File: config.mk
export PLATFORM = sky130hd
export DESIGN_NAME = line_fill_ctrl
export DESIGN_NICKNAME = d
export VERILOG_FILES = /design/src/rtl/line_fill_ctrl.sv
export SDC_FILE = /design/constraint.sdc
export NUM_CORES = 1
export LEC_CHECK = 0
export BUFFER_PORTS_ARGS = -buffer_cell sky130_fd_sc_hd__buf_2
export CORE_UTILIZATION = 50
export DETAILED_ROUTE_END_ITERATION = 6
export GPL_TIMING_DRIVEN = 0
export PLACE_DENSITY_LB_ADDON = 0.2
export RECOVER_POWER = 25
export SLEW_MARGIN = 20
export SYNTH_ARGS = -nofsm -noshare
export SYNTH_HDL_FRONTEND = slang
export SYNTH_SLANG_ARGS = --single-unit
File: constraint.sdc
create_clock -name clk -period 5.56 [get_ports clk]
set_clock_uncertainty 0.05 [all_clocks]
set_input_delay 0.278 -clock clk [delete_from_list [all_inputs] [get_ports clk]]
set_output_delay 0.278 -clock clk [all_outputs]
set_load 0.005 [all_outputs]
File: src/rtl/line_fill_ctrl.sv
module line_fill_ctrl #(
  parameter int ADDR_W = 32,
  parameter int DATA_W = 32,
  parameter int WORDS  = 4
) (
  input  logic                    clk,
  input  logic                    rst_n,
  input  logic                    miss_valid,
  input  logic [ADDR_W-1:0]       miss_addr,
  output logic                    fill_busy,
  output logic                    bus_req,
  output logic [ADDR_W-1:0]       bus_addr,
  input  logic                    bus_dvalid,
  input  logic [DATA_W-1:0]       bus_data,
  input  logic                    bus_err,
  input  logic                    bus_nc,
  input  logic                    fetch_req,
  input  logic [ADDR_W-1:0]       fetch_addr,
  output logic                    fetch_valid,
  output logic [DATA_W-1:0]       fetch_data,
  output logic                    fetch_stall,
  output logic                    machine_check,
  input  logic                    array_busy,
  output logic                    array_we,
  output logic [ADDR_W-1:0]       array_addr,
  output logic [WORDS*DATA_W-1:0] array_line
);
  localparam int OFF    = $clog2(DATA_W/8);
  localparam int IDX_W  = $clog2(WORDS);
  localparam int TAG_LO = OFF + IDX_W;

  typedef enum logic [1:0] {S_IDLE, S_REQ, S_FILL, S_WR} st_t;

  st_t                          st;
  logic [ADDR_W-1:0]            addr_q;
  logic [IDX_W-1:0]             k;
  logic [WORDS-1:0]             arr, vld;
  logic [WORDS-1:0][DATA_W-1:0] mem;
  logic                         ok_q, nc_q, live_q;

  logic [IDX_W-1:0] crit, cur, widx;
  logic beat, first, last, nc_now, in_line, on_bus, fwd, buf_hit, take_bus;

  assign crit     = addr_q[OFF +: IDX_W];
  assign cur      = crit + k;
  assign widx     = fetch_addr[OFF +: IDX_W];
  assign beat     = (st == S_FILL) && bus_dvalid;
  assign first    = beat && (k == '0);
  assign last     = beat && (k == IDX_W'(WORDS-1));
  assign nc_now   = first ? bus_nc : nc_q;
  assign in_line  = live_q && ok_q && (fetch_addr[ADDR_W-1:TAG_LO] == addr_q[ADDR_W-1:TAG_LO]);
  assign on_bus   = beat && !bus_err && (cur == widx);
  assign fwd      = first && !bus_err;
  assign buf_hit  = fetch_req && in_line && (vld[widx] || on_bus);
  assign take_bus = fwd || (fetch_req && in_line && on_bus);

  assign fetch_valid   = fwd || buf_hit;
  assign fetch_data    = (fwd || on_bus) ? bus_data : mem[widx];
  assign fetch_stall   = fetch_req && in_line && !arr[widx] && !on_bus && !fwd;
  assign machine_check = first && bus_err;

  assign fill_busy  = (st != S_IDLE);
  assign bus_req    = (st == S_REQ);
  assign bus_addr   = addr_q;
  assign array_we   = (st == S_WR) && !array_busy;
  assign array_addr = {addr_q[ADDR_W-1:TAG_LO], {TAG_LO{1'b0}}};
  assign array_line = mem;

  always_ff @(posedge clk or negedge rst_n) begin
    if (!rst_n) begin
      st     <= S_IDLE;
      addr_q <= '0;
      k      <= '0;
      arr    <= '0;
      vld    <= '0;
      mem    <= '0;
      ok_q   <= 1'b0;
      nc_q   <= 1'b0;
      live_q <= 1'b0;
    end else begin
      if (nc_q && buf_hit && !on_bus) vld[widx] <= 1'b0;
      case (st)
        S_IDLE: if (miss_valid) begin
          st     <= S_REQ;
          addr_q <= miss_addr;
          k      <= '0;
          arr    <= '0;
          vld    <= '0;
          ok_q   <= 1'b1;
          nc_q   <= 1'b0;
          live_q <= 1'b1;
        end
        S_REQ: st <= S_FILL;
        S_FILL: if (beat) begin
          k        <= k + 1'b1;
          arr[cur] <= 1'b1;
          mem[cur] <= bus_data;
          if (first) nc_q <= bus_nc;
          if (bus_err) ok_q <= 1'b0;
          else vld[cur] <= !(nc_now && take_bus);
          if (last) st <= (ok_q && !bus_err && !nc_now) ? S_WR : S_IDLE;
        end
        S_WR: if (!array_busy) st <= S_IDLE;
        default: st <= S_IDLE;
      endcase
    end
  end

  a_r1_req_follows_miss: assert property (@(posedge clk) disable iff (!rst_n)
    (!fill_busy && miss_valid) |=> (bus_req && bus_addr == $past(miss_addr)));
  a_r1_req_single: assert property (@(posedge clk) disable iff (!rst_n)
    bus_req |=> !bus_req);
  a_r5_stall_excludes_valid: assert property (@(posedge clk) disable iff (!rst_n)
    fetch_stall |-> !fetch_valid);
  a_r6_mchk_on_error: assert property (@(posedge clk) disable iff (!rst_n)
    machine_check |-> (bus_dvalid && bus_err && !fetch_valid));
  a_r8_write_when_idle: assert property (@(posedge clk) disable iff (!rst_n)
    array_we |-> !array_busy);
  a_r8_write_single: assert property (@(posedge clk) disable iff (!rst_n)
    array_we |=> !array_we);
  a_r9_nc_never_written: assert property (@(posedge clk) disable iff (!rst_n)
    array_we |-> !nc_q);
endmodule

==> results.md, run 1 <==
* Clk_lat worst skew at 0.42 ns
* Netlist Area Pre-Place at 8700 um^2
* RR Endpoint: vld[1]
* Worst slew margin at 0.505
* Crit path DAT at 2.62 ns
* Dpl hpwl at 16,700 um
* Final hold violation count at 0
* Final min period at 2.95 ns
* H-tree depth at 4
* GPL Wtd Cong at 0.797
* Die width at 134 um
* Setup-failing EPs final at 0
* Layout cell share with drive strength beyond 1 at 0.560
* R2r worst-path depth at 6
* Max-cap violation count at 0
* Reg2Reg Launch Point: bus_addr[7]
* Nature of the critical path endpoint: primary output
* Die height at 134 um
* Sw Share at 0.339
* Post-synth top area cell: dfrtp_1
* FF-to-FF setup slack at 3.02 ns
* Min-delay src: miss_addr[20]
* NetSw at 2.17 mW
* Initial Util at 0.518
* Type of origin of the critical path: register
* Post-synthesis sequential area ratio at 0.503
* Port bufs at 327
* Number of cell rows at 47
* Post-synthesis cell type count at 47
* Post-CTS resize count at 0
* Combinational share of power at 0.441
* Total CTS buffers at 17
* Initial antenna violation count at 1
* Status: finished clean
* Setup ws final at 2.61 ns
* Pint at 4.24 mW
* Post-route ant nets at 0
* Clock root cell: clkbuf_16
* Mapped Cells at 653
* DRC Markers at 0
* CTS tree: built
* Initial drt markers at 301
* Slowest stage cell, crit path: dfrtp_1
* Final max-slew violation count at 0
* P_leak at 5.73 nW
* Io pins at 334
* Fmax at 0.339 GHz
* Slew at the pin closest to its max-slew limit at 0.742 ns
* Crit path cell chain: ha_1 > xor3_2 > xnor2_2 > nand4_4 > o21ai_4 > buf_8 > mux2_4 > buf_2
* CP peak stage delay at 0.43 ns
* Vias in the first global route at 6,735
* First-pass GRT wire length at 36,800 um
* TNS Setup at 0 ns
* Worst Path Required at 5.23 ns
* Reg power frac at 0.370
* Area growth from synthesis to layout at 32.3%
* Crit Path Class: reg2out
* Core Area at 16,800 um^2
* Worst Setup Slack post-DPL at 2.76 ns
* Maximum clock insertion buffer count at 2
* Via Count at 6,651
* Delay-heaviest family, CP: XOR/XNOR gates
* Total of warnings raised by yosys at 0
* Hold EP: bus_addr[20]
* Filler cells at 1,296
* Die Area at 17,900 um^2
* Power Dens Cells at 557 nW/um^2
* Grt ovf at 0
* Share of the synthesized area in the top cell type at 0.503
* HP Class: in2reg
* Total Power at 6.41 mW
* Final period util at 0.530
* Ranking of synthesized cells by area: dfrtp_1, mux2_2, mux4_2, mux2_4, nand2_1
* VDD IR max at 0.277 mV
* RSZ-0062 raised after global routing: false
* CTS sink cnt at 175
* Ant diodes at 0
* #FFs+latches synth at 175
* Largest net degree at the start of global routing at 99
* Via density at 5.26
* Syn Area/Cell at 13.3 um^2
* Crit Path Max Fanout at 10
* Worst hold path depth at 3
* Worst path buffer plus inverter count at 2
* Final wirelength at 23,600 um
* WL/cell at 18.6 um
* Clk slew on worst S/H paths at 0.06 ns
* Layout net count at 1,139
* GRT Util Overall at 0.269
* DRT Pass-1 Iters at 4
* Clock power frac at 0.188
## cells in the final DEF, fill, tap and decap left out, types with 6 or more instances in the layout
cell           netlist  final
a21oi_1              6      6
buf_2               18    315
buf_4               32     32
clkbuf_1            10     39
clkbuf_16            0     17
dfrtp_1            175    175
dlygate4sd3_1        0     29
inv_1                8      8
mux2_2             131    131
mux2_4              29     29
mux4_2              34     34
nand2_1            106    106
nand4_1              8      8
nor2_1              11     11
xnor2_1             18     18
xor2_1              11     11
## power groups by stage
stage	logic, mW	registers, mW	clock network, mW
after floorplan	1.63	2.35	0
after global placement	2.79	2.36	0
after detailed placement	2.85	2.38	0
after CTS	2.88	2.37	1.23
after global routing	3.08	2.46	1.27
final	2.83	2.38	1.21
## synth_stat cells, drive strengths merged
cell     number
nand2       106
clkbuf       10
xnor2        19
and3b         1
o41ai         1
o211a         1
a22o          1
o311ai        1
a21boi        1
a21oi         6
dfrtp       175
nor2b         2
xor3          1
inv           8
and3          2
nand4b        2
nor2         12
ha            3
and2          1
o21ai         6
xor2         11
nor3          4
a2bb2oi       2
nand2b        1
nand3b        2
conb          1
o22ai         4
nand4         9
nor4          4
o211ai        2
buf          56
mux4         34
o21a          1
nor3b         2
nand3         1
mux2        160
## how the worst max path moves through the flow
stage	startpoint	to	slack [ns]	depth (start not counted)
after floorplan	bus_addr[2]	fetch_data[10]	3.36	7
after global placement	rst_n	bus_addr[20]	1.34	1
after detailed placement	fetch_addr[3]	fetch_data[23]	2.76	6
after CTS	k[0]	fetch_data[3]	2.57	8
after global routing	k[0]	fetch_data[29]	2.47	8
final	k[0]	fetch_data[29]	2.61	8
## flip-flops by register name, summed over array words and instances, names as in the netlist
name and count:
k 2, nc_q 1, array_line 128, arr 4, st 2, vld 4, live_q 1, ok_q 1
bus_addr 32
## worst reg2reg max path, stage by stage, from the launching register on
cell      delay (ns)
dfrtp_1         0.43
xnor2_1         0.21
nand4_1         0.14
nor4_1          0.44
nand4_1         0.44
o311ai_2        0.55
o22ai_1         0.16
## layout make-up
type,count,area (um^2),share of cell area
clock buffer,19,443,0.0385
buffer,66,424,0.0368
tap,220,275,0.0239
sequential,175,4380,0.380
clock inverter,13,153,0.0133
multi-input combinational,407,3880,0.337
inverter,8,30.0,0.00261
timing repair buffer,357,1930,0.167
## routing by layer
layer	track usage	up-vias	routed length (um)
met3	0.0665	32	1440
met5	0	-	8
met1	0.329	3343	9640
li1	-	3031	-
met2	0.470	243	12100
met4	0.0840	2	411
## what timing repair did
item / 4_1_cts / 5_1_grt
hold buffers: 29 / 0
setup buffers: 0 / 0
hold endpoints to repair: 105 / 0
## cell families (layout without fill, tap and decap cells)
family	after synthesis	in the layout	share of synthesized area
mux	194	194	0.307
simple gates	149	149	0.0770
xor+xnor	31	31	0.0339
flops	175	175	0.503
buf+inv	74	463	0.0522
compound gates	26	26	0.0216
other cells	1	4	0.000431
fa+ha+maj	3	3	0.00431
## metrics by stage
step / utilization / instance area [um^2] / hold slack, ns / cells
after CTS: 0.687 / 11600 / 0.000908 / 1265
after global routing: 0.685 / 11500 / 0.0205 / 1265
after global placement: 0.632 / 10600 / 0.403 / 1203
final: 0.685 / 11500 / 0.0250 / 1265
after detailed placement: 0.634 / 10700 / 0.245 / 1204
after floorplan: - / 8720 / -0.0676 / 656
Power figures use the tool's default switching activity.
==> inputs of run 2 (changes only) <==
==> constraint.sdc (replaced) <==
create_clock -name clk -period 2.9 [get_ports clk]
set_clock_uncertainty 0.05 [all_clocks]
set_input_delay 0.145 -clock clk [delete_from_list [all_inputs] [get_ports clk]]
set_output_delay 0.145 -clock clk [all_outputs]
set_load 0.005 [all_outputs]
==> results.md, run 2 (same netlist as run 1, synthesis figures left out) <==
* CTS sink cnt at 175
* WL/cell at 18.5 um
* P_leak at 5.91 nW
* Layout net count at 1,180
* Final max-slew violation count at 78
* DRC Markers at 0
* Status: complete, but fails checks
* Die height at 134 um
* Layout cell share with drive strength beyond 1 at 0.542
* RSZ-0062 raised after global routing: false
* Via Count at 6,836
* Final hold violation count at 0
* Die width at 134 um
* Nature of the critical path endpoint: primary output
* FF-to-FF setup slack at 0.31 ns
* CTS tree: built
* Largest net degree at the start of global routing at 99
* Initial drt markers at 335
* Failing checks: max-capacitance violations, max-slew violations
* Crit path DAT at 2.60 ns
* Clk_lat worst skew at 0.42 ns
* Crit Path Class: reg2out
* Setup-failing EPs final at 0
* Crit Path Max Fanout at 10
* Port bufs at 327
* Initial Util at 0.518
* H-tree depth at 4
* Via density at 5.23
* GRT Util Overall at 0.276
* Filler cells at 1,245
* Post-Layout Inst Area at 11,900 um^2
* Clk slew on worst S/H paths at 0.06 ns
* Vias in the first global route at 6,941
* HP Class: in2reg
* DRT Pass-1 Iters at 4
* Die Area at 17,900 um^2
* Final min period at 2.79 ns
* Io pins at 334
* Highest-count cells in the layout ignoring fill and taps: buf_2, dfrtp_1, mux2_2
* Placed Area at 10,700 um^2
* Commonest non-fill, non-tap cell in the layout: buf_2
* Worst Path Required at 2.71 ns
* Post-route ant nets at 0
* Initial antenna violation count at 2
* Fmax at 0.358 GHz
* Power Dens Cells at 1040 nW/um^2
* Max reg flops at 128
* Final period util at 0.962
* Final wirelength at 24,200 um
* Total CTS buffers at 17
* Max-cap violation count at 1
* Worst hold path depth at 4
* Number of cell rows at 47
* Area growth from synthesis to layout at 37.3%
* First-pass GRT wire length at 37,700 um
* Grt ovf at 0
* Worst slew margin at -0.321
* Cells after DPL at 1,204
* GPL Wtd Cong at 0.797
* Fin cells at 1,308
* R2r worst-path depth at 6
* Core Area at 16,800 um^2
* Type of origin of the critical path: register
* Clock root cell: clkbuf_16
* Dpl hpwl at 16,700 um
* VDD IR max at 0.535 mV
* Maximum clock insertion buffer count at 2
* Slew at the pin closest to its max-slew limit at 1.98 ns
[run 2: changes by cell type in the layout (fill, tap and decap cells not counted), sizes merged]
cell         before  now
buf             356  357
diode             0    2
clkbuf           57   59
dlygate4sd3      29   67
[run 2: metrics by stage]
| stage | hold WS [ns] | total power, mW | TNS, ns | worst slack, ns | utilization |
|---|---|---|---|---|---|
| detailed placement | 0.112 | 10.0 | 0 | 0.359 | 0.634 |
| global route | 0.0861 | 13.2 | 0 | 0.0000757 | 0.710 |
| global placement | 0.286 | 9.88 | -205.21 | -1.19 | 0.632 |
| finish | 0.0754 | 12.4 | 0 | 0.109 | 0.710 |
| floorplan | -0.201 | 7.63 | 0 | 0.828 | - |
| CTS | 0.0620 | 12.5 | 0 | 0.0450 | 0.709 |
[run 2: report_power, final]
group	switching, mW	total [mW]	internal [mW]	leakage (nW)
sequential	0.953	4.56	3.61	2.16
clock	1.01	2.32	1.31	0.292
combinational	2.26	5.55	3.29	3.46
total	4.22	12.4	8.21	5.91
[run 2: worst paths after layout]
kind                              endpoint    start
setup / recovery            fetch_data[11]     k[0]
hold / removal                        ok_q  bus_err
setup reg to reg            array_line[27]     k[0]
hold reg to reg                     live_q   live_q
max in group asynchronous             k[0]    rst_n
min in group asynchronous  array_line[110]    rst_n
[run 2: timing repair]
| action | in CTS | in global routing |
|---|---|---|
| endpoints found under the hold margin | 239 | 0 |
| endpoints found under the setup margin | 0 | 29 |
| buffers inserted | 0 | 3 |
| hold buffers | 67 | 0 |
| gates resized for setup | 0 | 5 |
[run 2: area by class of cell]
| cell class | instances | area [um^2] | area share |
|---|---|---|---|
| flip-flops and latches | 175 | 4380 | 0.367 |
| diodes | 2 | 5.00 | 0.000419 |
| clock buffers | 19 | 443 | 0.0371 |
| multi-input cells | 407 | 3890 | 0.326 |
| clock inverters | 13 | 153 | 0.0128 |
| well taps | 220 | 275 | 0.0230 |
| repair buffers | 398 | 2330 | 0.195 |
| plain buffers | 66 | 439 | 0.0368 |
| inverters | 8 | 30.0 | 0.00251 |
[run 2: per-layer routing]
metal,GRT usage,wire length (um),part of all wire
met5,0,0,0
met4,0.0909,390,0.016
met3,0.0661,1510,0.063
met2,0.482,12600,0.52
met1,0.334,9750,0.40
[run 2: critical path: stages (launching register included)]
cell and delay (ns):
dfrtp_2 0.44, ha_1 0.19, xor3_2 0.28, xnor2_2 0.22
nand4_4 0.17, o21ai_4 0.11, buf_12 0.15, buf_12 0.16
mux2_4 0.31, buf_2 0.13
